File: config.mk
export PLATFORM = sky130hd
export DESIGN_NAME = serial_rx_core
export DESIGN_NICKNAME = d
export VERILOG_FILES = /design/src/rtl/rxq_pkg.sv /design/src/rtl/rx_ctrl.sv /design/src/rtl/rx_data.sv /design/src/rtl/serial_rx_core.sv
export SDC_FILE = /design/constraint.sdc
export NUM_CORES = 1
export LEC_CHECK = 0
export ABC_AREA = 0
export BUFFER_PORTS_ARGS = -buffer_cell sky130_fd_sc_hd__buf_2
export CAP_MARGIN = 20
export CELL_PAD_IN_SITES_DETAIL_PLACEMENT = 1
export CELL_PAD_IN_SITES_GLOBAL_PLACEMENT = 1
export CORE_MARGIN = 5
export CORE_UTILIZATION = 56
export CTS_CLUSTER_SIZE = 24
export DETAILED_ROUTE_END_ITERATION = 8
export HOLD_SLACK_MARGIN = 0.15
export PLACE_DENSITY_LB_ADDON = 0.3
export SLEW_MARGIN = 10
export SYNTH_ARGS = -nofsm -noshare
export SYNTH_HDL_FRONTEND = slang
export SYNTH_SLANG_ARGS = --single-unit
File: constraint.sdc
create_clock -name clk -period 6.2 [get_ports clk]
set_input_delay 0.62 -clock clk [delete_from_list [all_inputs] [get_ports clk]]
set_output_delay 0.62 -clock clk [all_outputs]
set_load 0.05 [all_outputs]
File: src/rtl/rxq_pkg.sv
package rxq_pkg;
  typedef enum logic [2:0] {
    ST_IDLE, ST_START, ST_DATA, ST_PAR, ST_STOP
  } rxState_t;

  // strobes from control to datapath, valid for one clock
  typedef struct packed {
    logic       clrShift;
    logic       capBit;
    logic [2:0] bitPos;
    logic       capPar;
    logic       push;
    logic       lineVal;
  } rxStrobe_t;

  typedef struct packed {
    logic [7:0] data;
    logic       parErr;
    logic       frmErr;
    logic       brk;
  } rxEntry_t;
endpackage

File: src/rtl/rx_ctrl.sv
module rx_ctrl
  import rxq_pkg::*;
#(
  parameter int OVS = 16
) (
  input  logic            clk,
  input  logic            rstN,
  input  logic            tick16,
  input  logic            rxLine,
  input  logic [1:0]      wordLen,
  input  logic            parityEn,
  output rxStrobe_t       strb
);
  localparam int CW = $clog2(OVS);
  localparam logic [CW-1:0] MID  = CW'(OVS / 2 - 1);
  localparam logic [CW-1:0] LAST = CW'(OVS - 1);

  rxState_t    state;
  logic [CW-1:0] cnt;
  logic [2:0]  bitIdx;
  logic        prevLine;
  logic [2:0]  lastIdx;
  logic        fullBit;

  assign lastIdx = 3'd4 + {1'b0, wordLen};
  assign fullBit = tick16 && (cnt == LAST);

  always_ff @(posedge clk or negedge rstN) begin
    if (!rstN) begin
      state    <= ST_IDLE;
      cnt      <= '0;
      bitIdx   <= '0;
      prevLine <= 1'b1;
    end else if (tick16) begin
      prevLine <= rxLine;
      unique case (state)
        ST_IDLE: begin
          if (prevLine && !rxLine) begin
            state <= ST_START;
            cnt   <= '0;
          end
        end
        ST_START: begin
          if (cnt == MID) begin
            cnt    <= '0;
            bitIdx <= '0;
            state  <= rxLine ? ST_IDLE : ST_DATA;
          end else cnt <= cnt + 1'b1;
        end
        ST_DATA: begin
          if (cnt == LAST) begin
            cnt <= '0;
            if (bitIdx == lastIdx) state <= parityEn ? ST_PAR : ST_STOP;
            else bitIdx <= bitIdx + 1'b1;
          end else cnt <= cnt + 1'b1;
        end
        ST_PAR: begin
          if (cnt == LAST) begin
            cnt   <= '0;
            state <= ST_STOP;
          end else cnt <= cnt + 1'b1;
        end
        ST_STOP: begin
          if (cnt == LAST) begin
            cnt   <= '0;
            state <= ST_IDLE;
          end else cnt <= cnt + 1'b1;
        end
        default: state <= ST_IDLE;
      endcase
    end
  end

  always_comb begin
    strb          = '0;
    strb.lineVal  = rxLine;
    strb.bitPos   = bitIdx;
    strb.clrShift = (state == ST_START) && tick16 && (cnt == MID) && !rxLine;
    strb.capBit   = (state == ST_DATA) && fullBit;
    strb.capPar   = (state == ST_PAR) && fullBit;
    strb.push     = (state == ST_STOP) && fullBit;
  end

  // a line found high at the mid-start check abandons the frame
  a_r2_false_start: assert property (@(posedge clk) disable iff (!rstN)
    (state == ST_START && tick16 && cnt == MID && rxLine) |=> (state == ST_IDLE));

  // the bit index stays inside the selected word length
  a_r3_bit_range: assert property (@(posedge clk) disable iff (!rstN)
    (state == ST_DATA) |-> (bitIdx <= lastIdx));
endmodule

File: src/rtl/rx_data.sv
module rx_data
  import rxq_pkg::*;
#(
  parameter int DEPTH = 64
) (
  input  logic                      clk,
  input  logic                      rstN,
  input  rxStrobe_t                 strb,
  input  logic                      parityEn,
  input  logic                      parityOdd,
  input  logic                      rdStrobe,
  output logic [7:0]                rdData,
  output logic                      rdParErr,
  output logic                      rdFrmErr,
  output logic                      rdBrk,
  output logic                      dataReady,
  output logic [$clog2(DEPTH):0]    fifoCount,
  output logic                      fifoErrAny,
  output logic                      ovrPulse
);
  localparam int AW = $clog2(DEPTH);
  localparam logic [AW:0] FULLV = (AW+1)'(DEPTH);

  logic [7:0]  shiftData;
  logic        parBit;
  rxEntry_t    mem [DEPTH];
  rxEntry_t    newEnt, headEnt;
  logic [AW-1:0] wrPtr, rdPtr;
  logic [AW:0] count, errCnt;
  logic        full, pop, accept, newBad, headBad;

  // character assembly
  always_ff @(posedge clk or negedge rstN) begin
    if (!rstN) begin
      shiftData <= '0;
      parBit    <= 1'b0;
    end else if (strb.clrShift) begin
      shiftData <= '0;
      parBit    <= 1'b0;
    end else begin
      if (strb.capBit) shiftData[strb.bitPos] <= strb.lineVal;
      if (strb.capPar) parBit <= strb.lineVal;
    end
  end

  always_comb begin
    newEnt.data   = shiftData;
    newEnt.parErr = parityEn && ((^shiftData) ^ parBit ^ parityOdd);
    newEnt.frmErr = !strb.lineVal;
    newEnt.brk    = !strb.lineVal && (shiftData == 8'h00) && !parBit;
  end

  assign full    = (count == FULLV);
  assign pop     = rdStrobe && (count != '0);
  assign accept  = strb.push && (!full || pop);
  assign headEnt = mem[rdPtr];
  assign newBad  = newEnt.parErr | newEnt.frmErr | newEnt.brk;
  assign headBad = headEnt.parErr | headEnt.frmErr | headEnt.brk;

  always_ff @(posedge clk) begin
    if (accept) mem[wrPtr] <= newEnt;
  end

  always_ff @(posedge clk or negedge rstN) begin
    if (!rstN) begin
      wrPtr    <= '0;
      rdPtr    <= '0;
      count    <= '0;
      errCnt   <= '0;
      ovrPulse <= 1'b0;
    end else begin
      if (accept) wrPtr <= wrPtr + 1'b1;
      if (pop)    rdPtr <= rdPtr + 1'b1;
      count    <= count + (AW+1)'(accept) - (AW+1)'(pop);
      errCnt   <= errCnt + (AW+1)'(accept && newBad) - (AW+1)'(pop && headBad);
      ovrPulse <= strb.push && full && !pop;
    end
  end

  assign rdData     = headEnt.data;
  assign rdParErr   = headEnt.parErr;
  assign rdFrmErr   = headEnt.frmErr;
  assign rdBrk      = headEnt.brk;
  assign dataReady  = (count != '0);
  assign fifoCount  = count;
  assign fifoErrAny = (errCnt != '0);

  // occupancy is bounded by the depth
  a_r8_no_overflow: assert property (@(posedge clk) disable iff (!rstN)
    count <= FULLV);

  // a dropped character leaves the FIFO full
  a_r8_drop_keeps_full: assert property (@(posedge clk) disable iff (!rstN)
    (strb.push && full && !rdStrobe) |=> (count == FULLV) && ovrPulse);

  // a read of an empty FIFO is ignored
  a_r7_empty_read: assert property (@(posedge clk) disable iff (!rstN)
    (rdStrobe && count == '0 && !strb.push) |=> (count == '0));

  // an error indication implies stored data
  a_r10_err_needs_data: assert property (@(posedge clk) disable iff (!rstN)
    fifoErrAny |-> (count != '0));
endmodule

File: src/rtl/serial_rx_core.sv
module serial_rx_core
  import rxq_pkg::*;
#(
  parameter int DEPTH = 64,
  parameter int OVS   = 16
) (
  input  logic                   clk,
  input  logic                   rstN,
  input  logic                   tick16,
  input  logic                   rxLine,
  input  logic [1:0]             wordLen,
  input  logic                   parityEn,
  input  logic                   parityOdd,
  input  logic                   rdStrobe,
  output logic [7:0]             rdData,
  output logic                   rdParErr,
  output logic                   rdFrmErr,
  output logic                   rdBrk,
  output logic                   dataReady,
  output logic [$clog2(DEPTH):0] fifoCount,
  output logic                   fifoErrAny,
  output logic                   ovrPulse
);
  rxStrobe_t strb;

  rx_ctrl #(.OVS(OVS)) uCtrl (
    .clk(clk), .rstN(rstN), .tick16(tick16), .rxLine(rxLine),
    .wordLen(wordLen), .parityEn(parityEn), .strb(strb)
  );

  rx_data #(.DEPTH(DEPTH)) uData (
    .clk(clk), .rstN(rstN), .strb(strb), .parityEn(parityEn),
    .parityOdd(parityOdd), .rdStrobe(rdStrobe), .rdData(rdData),
    .rdParErr(rdParErr), .rdFrmErr(rdFrmErr), .rdBrk(rdBrk),
    .dataReady(dataReady), .fifoCount(fifoCount),
    .fifoErrAny(fifoErrAny), .ovrPulse(ovrPulse)
  );
endmodule

==> summary.txt, run 1 <==
Status
  – Status: finished, final reports clean

Critical path
  – Cell depth of the worst setup path: 17
  – Crit path cell chain: buf_4, mux4_2, a221oi_1, a22oi_1, mux2_2, o31a_1, ha_1, inv_1, ha_1, inv_1, fa_1, nand2b_1, a21oi_1, o21ai_0, a21oi_1, nor2_1, xnor2_1
  – Critical path arrival: 5650 ps
  – Critical path's top delay family: compound AO/OA/AOI/OAI gates
  – CP Capture Type: flip-flop
  – Worst Setup SP: uData.rdPtr[1]$_DFFE_PN0N_
  – Worst Setup EP: uData.errCnt[6]$_DFF_PN0_
  – R2R depth: 17
  – CP max stage delay: 1110 ps
  – Slowest CP cell: dfrtp_4
  – Crit Reg-Reg Endpoint: uData.errCnt[6]$_DFF_PN0_
  – Worst setup SP type: flip-flop
  – Reg-to-reg critical path startpoint: uData.rdPtr[1]$_DFFE_PN0N_
  – Max Fanout on Critical Path: 64
  – Reg2Reg Setup Slack: 1040 ps
  – Worst Path Required: 6690 ps
  – Critical path buffers and inverters: 3
  – Crit path kind: flip-flop to flip-flop

Power and ir drop
  – Int Pwr: 9.57 mW
  – Clock share of power: 0.347
  – Pwr per Cell Area: 393 nW/um^2
  – P_leak: 11.1 nW
  – NetSw: 3.73 mW
  – Peak VDD IR: 0.252 mV
  – Sequential share of power: 0.447
  – Comb power frac: 0.206
  – Switching part of the total: 0.280

Die
  – Std-Cell Rows: 84
  – Die height: 241 um
  – Die width: 241 um
  – Die area: 58100 um^2
  – I/O pins: 30
  – Core box area: 52800 um^2
  – Starting Density: 0.566

Placement
  – Gpl congestion: 0.801
  – Dpl hpwl: 44.9 mm
  – Number of port buffers: 29

Detailed routing
  – Residual DRC count: 0
  – DRT Pass-1 Iters: 5
  – Met2 WL: 36.8 mm
  – Routed WL: 72.0 mm
  – Max layer used: met5
  – Vias per cell: 6.42
  – WL met1: 26.9 mm
  – Antenna-violating nets left: 0
  – Total number of vias: 14.7k
  – WL per Instance: 31.4 um
  – Detailed Route Iter0 Violations: 1532
  – Met3 routed WL: 6.23 mm

Timing
  – Setup TNS: 0 ps
  – RSZ-0062 raised after global routing: no
  – Final hold vios: 0
  – Slew @ Worst Pin: 1140 ps
  – Final worst-path cycle share: 0.832
  – Slew Limit Fails: 0
  – Min Tclk post-route: 5160 ps
  – Final setup fails: 0
  – Clock Skew: 22.0 ps
  – Fmax: 0.194 GHz
  – Slew HR: 0.240

Yosys
  – Number of standard cells after synthesis: 1422
  – Flops & latches, synth: 751
  – Synth area leaders: edfxtp_1 71%, mux4_2 15%, dfrtp_1 3.9%
  – Most frequent cells after synthesis: 704 x edfxtp_1, 197 x mux4_2, 80 x nor2_1
  – Post-Syn Nets: 1459
  – Post-synth EDFFs: 704
  – Yosys warns: 0
  – Largest area contributor in the netlist: edfxtp_1
  – Post-synth ARST share: 0.0626
  – Synth top area share: 0.707
  – Most used DFF post-synth: edfxtp_1
  – Mean Syn Cell Area: 21.0 um^2
  – Register area share after synthesis: 0.747
  – Cell variety after synth: 56
  – Synth Cell Area: 29900 um^2
  – Count leader, synth: edfxtp_1

Finish
  – Filler cell count: 4265
  – P&R area growth vs syn: 13.2%
  – Post-layout util: 0.641
  – Share of cells above drive strength 1: 0.280
  – Final nets: 1583

Hold path
  – Hold Path Depth: 3
  – HP Start: rxLine
  – Min-delay worst type: input pin to flip-flop

CTS
  – Clock tree from TritonCTS: built
  – Reg clk slew, reported paths: 60 ps
  – Hold buffer count at CTS: 1
  – CTS Sinks: 751
  – H-tree Lvls: 3
  – Post-CTS Setup Inserts: 0
  – Clk_lat worst skew: 620 ps
  – Clock root buffer: clkbuf_16
  – Post-CTS sizing: 0
  – CTS buffer count: 76
  – Clock buffer depth: 3

Global route
  – Grt ovf: 0
  – Total track usage: 0.254
  – Vias in the first global route: 15.8k
  – Largest net degree at the start of global routing: 75
  – Wire length of the first global-routing pass: 106 mm
  – Initial antenna violation count: 4

Job
  – Max Cap Violations: 0
per-stage QoR:
| step | power, mW | setup slack (ps) | hold slack [ps] | std cells | instance area, um^2 |
|---|---|---|---|---|---|
| floorplan | 8.06 | 1740 | 324 | 1422 | 29900 |
| global placement | 8.68 | 1190 | 501 | 2108 | 30900 |
| detailed placement | 8.79 | 1040 | 516 | 2134 | 31100 |
| CTS | 13.4 | 1050 | 303 | 2267 | 33600 |
| global route | 13.8 | 743 | 329 | 2288 | 33800 |
| finish | 13.3 | 1040 | 325 | 2289 | 33800 |
power by group through the flow:
stage / logic (mW) / clock network, mW / registers (mW)
floorplan: 2.22 / 0 / 5.84
global placement: 2.65 / 0 / 6.03
global route: 2.92 / 4.96 / 5.96
finish: 2.74 / 4.62 / 5.94
detailed placement: 2.74 / 0 / 6.05
CTS: 2.77 / 4.69 / 5.95
tightest hold or removal path: stages:
cell,delay (ps)
buf_2,150
nand2_1,60
o21ai_1,60
worst min-delay path by stage:
stage,slack (ps),end
finish,330,uData.shiftData[1]$_DFFE_PN0P_
global route,330,uData.shiftData[1]$_DFFE_PN0P_
CTS,300,uCtrl.state[1]$_DFFE_PN0P_
detailed placement,520,uData.wrPtr[2]$_DFFE_PN0P_
global placement,500,uData.wrPtr[2]$_DFFE_PN0P_
floorplan,320,uCtrl.bitIdx[0]$_DFFE_PN0P_
kinds of logic after synthesis:
family / Yosys count / synth area share
AOI/OAI and AO/OA: 68 / 0.0162
and+or+nand+nor: 181 / 0.0286
buffers and inverters: 112 / 0.0157
xor gates and xnor gates: 30 / 0.00879
muxes: 252 / 0.172
adders and majority gates: 28 / 0.0122
DFF: 751 / 0.747
cell usage in the layout, fill, tap and decap left out, types with 3 or more instances in the layout:
cell type	instances
a21o_1	4
a21oi_1	14
a221oi_1	16
a22oi_1	4
and2_1	5
and3_1	5
buf_12	3
buf_2	29
buf_4	76
buf_6	10
bufinv_16	10
clkbuf_1	17
clkbuf_16	79
clkinv_1	8
clkinv_2	11
dfrtp_1	34
dfrtp_2	10
edfxtp_1	704
ha_1	26
inv_1	37
mux2_2	6
mux2i_1	41
mux4_1	8
mux4_2	197
nand2_1	36
nand2b_1	7
nand3_1	13
nand3b_1	9
nand4_1	4
nor2_1	80
nor2b_1	6
o21ai_0	6
o21ai_1	3
o221ai_1	8
xnor2_1	21
xor2_1	9
registers in the layout, summed over array words and instances, names as in the netlist:
name / cells
uData.errCnt: 7
uData.wrPtr: 6
uData.fifoCount: 7
uData.mem: 704
uData.parBit: 1
uCtrl.state: 3
uCtrl.prevLine: 1
uData.rdPtr: 6
uData.shiftData: 8
uCtrl.bitIdx: 3
uCtrl.cnt: 4
uData.ovrPulse: 1
final cells by class:
class | count | area, um^2 | share of cell area
diodes | 1 | 2.50 | 0.0000740
clock buffers | 98 | 2070 | 0.0611
clock inverters | 34 | 427 | 0.0126
inverters | 39 | 146 | 0.00433
multi-input cells | 559 | 7100 | 0.210
flip-flops and latches | 751 | 22300 | 0.660
well taps | 688 | 861 | 0.0254
repair buffers | 119 | 898 | 0.0265
layer usage:
metal	vias up	GRT usage
met1	7791	0.335
met2	674	0.426
met3	134	0.0592
li1	6092	-
met4	6	0.0826
met5	-	0
Power figures use the tool's default switching activity.
==> run 2, diff against run 1 <==
--- a/config.mk
+++ b/config.mk
@@ -11,7 +11,7 @@
 export CELL_PAD_IN_SITES_DETAIL_PLACEMENT = 1
 export CELL_PAD_IN_SITES_GLOBAL_PLACEMENT = 1
 export CORE_MARGIN = 5
-export CORE_UTILIZATION = 56
+export CORE_UTILIZATION = 50
 export CTS_CLUSTER_SIZE = 24
 export DETAILED_ROUTE_END_ITERATION = 8
 export HOLD_SLACK_MARGIN = 0.15
==> constraint.sdc (replaced) <==
create_clock -name clk -period 4.2 [get_ports clk]
set_input_delay 0.42 -clock clk [delete_from_list [all_inputs] [get_ports clk]]
set_output_delay 0.42 -clock clk [all_outputs]
set_load 0.05 [all_outputs]
==> run 2 against run 1 <==
  * The flow now finishes with violations (setup timing)
  * Critical path depth up 4
  * Cell count up 6.5%
  * Register-to-register slack worse by 1100 ps
  * Non-clock buffer count up 56
  * Maximum frequency up 20%
  * Via count up 0.80%
  * Sequential power up 43%
  * Core utilization down 5.9 points
  * Combinational power up 84%
  * Largest cell class unchanged
  * Worst setup slack worse by 1100 ps
==> summary.txt, run 2 (synthesized netlist as in run 1, its figures left out) <==
Status
  – Status: finished, violations left (was finished, final reports clean)
  – Violated checks: setup timing

Critical path
  – Slowest CP cell: dfrtp_4 (unchanged)
  – Worst setup SP type: flip-flop (unchanged)
  – Reg-to-reg critical path startpoint: uData.rdPtr[0]$_DFFE_PN0N_ (was uData.rdPtr[1]$_DFFE_PN0N_)
  – Crit path kind: flip-flop to flip-flop (unchanged)
  – Crit path cell chain: buf_12, buf_16, buf_4, or3b_1, buf_4, o221ai_2, a221oi_2, a22oi_2, mux2_2, o31a_1, ha_1, inv_2, ha_4, inv_2, fa_2, nand2b_4, a21oi_4, o21ai_1, a21oi_1, nor2_1, xnor2_1 (was buf_4, mux4_2, a221oi_1, a22oi_1, mux2_2, o31a_1, ha_1, inv_1, ha_1, inv_1, fa_1, nand2b_1, a21oi_1, o21ai_0, a21oi_1, nor2_1, xnor2_1)
  – Worst Setup SP: uData.rdPtr[0]$_DFFE_PN0N_ (was uData.rdPtr[1]$_DFFE_PN0N_)
  – Max Fanout on Critical Path: 8 (was 64)
  – CP max stage delay: 540 ps (was 1110 ps)
  – CP Capture Type: flip-flop (unchanged)
  – Critical path arrival: 4770 ps (was 5650 ps)
  – Worst Path Required: 4680 ps (was 6690 ps)

Timing
  – Setup TNS: -94.4 ps (was 0 ps)
  – Final worst-path cycle share: 1.02 (was 0.832)
  – Slew Limit Fails: 0 (unchanged)
  – RSZ-0062 raised after global routing: yes (was no)
  – Worst Hold Slack: 213 ps (was 325 ps)
  – Clock Skew: 25.7 ps (was 22.0 ps)
  – Min Tclk post-route: 4290 ps (was 5160 ps)
  – Slew @ Worst Pin: 846 ps (was 1140 ps)
  – Slew HR: 0.436 (was 0.240)
  – Final setup margin: -94.4 ps (was 1040 ps)
  – Fmax: 0.233 GHz (was 0.194 GHz)
  – Final hold vios: 0 (unchanged)
  – Final setup fails: 1 (was 0)

CTS
  – Clock root buffer: clkbuf_16 (unchanged)
  – Reg clk slew, reported paths: 60 ps (about the same)
  – Clock buffer depth: 3 (unchanged)
  – CTS buffer count: 77 (was 76)
  – Clk_lat worst skew: 610 ps (was 620 ps)
  – H-tree Lvls: 3 (unchanged)
  – CTS Sinks: 751 (unchanged)
  – Clock tree from TritonCTS: built (unchanged)

Hold path
  – Min-delay worst type: input pin to asynchronous set/reset pin (was input pin to flip-flop)

Finish
  – Largest regs: uData.mem (704), uData.shiftData (8) (unchanged)
  – Largest register FFs: 704 (unchanged)
  – Top reg by flops: uData.mem (unchanged)
  – P&R area growth vs syn: 15.3% (was 13.2%)
  – Final nets: 1640 (was 1583)
  – Commonest non-fill, non-tap cell in the layout: edfxtp_1 (unchanged)
  – Commonest cells after routing, fill and taps aside: 704 x edfxtp_1, 198 x mux4_2, 128 x buf_4 (was 704 x edfxtp_1, 197 x mux4_2, 80 x nor2_1)
  – Design Area, Final: 34500 um^2 (was 33800 um^2)
  – Share of cells above drive strength 1: 0.313 (was 0.280)
  – Filler cell count: 4983 (was 4265)

Detailed routing
  – Routed WL: 72.2 mm (was 72.0 mm)
  – Total number of vias: 14.8k (was 14.7k)
  – Antenna-violating nets left: 0 (unchanged)
  – DRT Pass-1 Iters: 5 (unchanged)
  – Residual DRC count: 0 (unchanged)
  – Vias per cell: 6.08 (was 6.42)
  – Detailed Route Iter0 Violations: 1296 (was 1532)
  – WL per Instance: 29.6 um (was 31.4 um)

Global route
  – Wire length of the first global-routing pass: 107 mm (was 106 mm)
  – Vias in the first global route: 15.8k (about the same)
  – Grt ovf: 0 (unchanged)
  – Total track usage: 0.225 (was 0.254)
  – Initial antenna violation count: 6 (was 4)
  – Largest net degree at the start of global routing: 74 (was 75)

Die
  – Std-Cell Rows: 89 (was 84)
  – I/O pins: 30 (unchanged)
  – Core box area: 59100 um^2 (was 52800 um^2)
  – Die area: 64800 um^2 (was 58100 um^2)
  – Die width: 254 um (was 241 um)
  – Die height: 254 um (was 241 um)
  – Starting Density: 0.505 (was 0.566)

Power and ir drop
  – Clock share of power: 0.325 (was 0.347)
  – Int Pwr: 14.3 mW (was 9.57 mW)
  – Comb power frac: 0.251 (was 0.206)
  – Sequential share of power: 0.424 (was 0.447)
  – P_leak: 11.4 nW (was 11.1 nW)
  – Peak VDD IR: 0.415 mV (was 0.252 mV)
  – Pwr per Cell Area: 582 nW/um^2 (was 393 nW/um^2)
  – NetSw: 5.77 mW (was 3.73 mW)
  – Switching part of the total: 0.288 (was 0.280)

Placement
  – Pre-CTS setup slack: -184 ps (was 1040 ps)
  – Placed Area: 31800 um^2 (was 31100 um^2)
  – Gpl congestion: 0.825 (was 0.801)
  – Dpl hpwl: 44.9 mm (about the same)
  – Number of port buffers: 29 (unchanged)

Job
  – Max Cap Violations: 0 (unchanged)
run 2: cell count changes in the layout (fill, tap and decap cells not counted), sizes merged:
cell	delta
bufinv	-6
clkbuf	-3
buf	+53
dlygate4sd3	+3
clkinv	+11
inv	+3
clkinvlp	+2
run 2: final timing paths:
| kind | cells after the start | slack, ps | endpoint |
|---|---|---|---|
| setup / recovery | 21 | -90 | uData.errCnt[6]$_DFF_PN0_ |
| hold / removal | 2 | 210 | uCtrl.cnt[0]$_DFFE_PN0P_ |
| setup reg to reg | 21 | -90 | uData.errCnt[6]$_DFF_PN0_ |
| hold reg to reg | 1 | 520 | uData.wrPtr[2]$_DFFE_PN0P_ |
| max in group asynchronous | 3 | 3100 | uData.rdPtr[1]$_DFFE_PN0N_ |
| min in group clk | 3 | 270 | uCtrl.state[2]$_DFFE_PN0P_ |
run 2: per-stage QoR:
step,util,power (mW),std cells
floorplan,-,11.9,1422
global placement,0.538,13.3,2284
detailed placement,0.538,13.4,2284
CTS,0.581,20.1,2431
global route,0.583,20.9,2436
finish,0.583,20.0,2437
run 2: final cells by class:
class / count / area (um^2) / share of cell area
flip-flops and latches: 751 / 22300 / 0.648
multi-input cells: 559 / 7190 / 0.209
clock buffers: 95 / 2060 / 0.0597
repair buffers: 175 / 1420 / 0.0412
well taps: 773 / 967 / 0.0281
clock inverters: 44 / 337 / 0.00977
inverters: 39 / 146 / 0.00425
diodes: 1 / 2.50 / 0.0000726
run 2: critical path, delay by kind of cell, from the launching register on:
| family | cells | cell delay (ps) |
|---|---|---|
| buffers and inverters | 6 | 760 |
| AOI/OAI and AO/OA | 7 | 1190 |
| muxes | 1 | 220 |
| adders and majority gates | 3 | 740 |
| and+or+nand+nor | 3 | 610 |
| xor gates and xnor gates | 1 | 110 |
| DFF | 1 | 540 |
run 2: per-layer routing:
metal  vias up  track usage  share of wire
met4         2       0.0626          0.025
met5         -            0        0.00022
met2       586        0.367           0.50
met3       107       0.0511          0.077
met1      7907        0.313           0.40
li1       6213            -              -
run 2: power groups by stage:
stage	logic (mW)	clock network, mW	registers (mW)
2_1_floorplan	3.32	0	8.62
3_3_place_gp	4.62	0	8.64
3_5_place_dp	4.78	0	8.65
4_1_cts	4.95	6.67	8.50
5_1_grt	5.36	7.02	8.53
6_report	5.03	6.51	8.51
run 2: repair_timing:
action	in CTS	in global routing
setup endpoints to repair	8	10
pin swaps	4	6
cloned	1	0
setup buffers	3	4
hold buffers	4	0
gates resized for setup	14	12
hold endpoints to repair	45	0
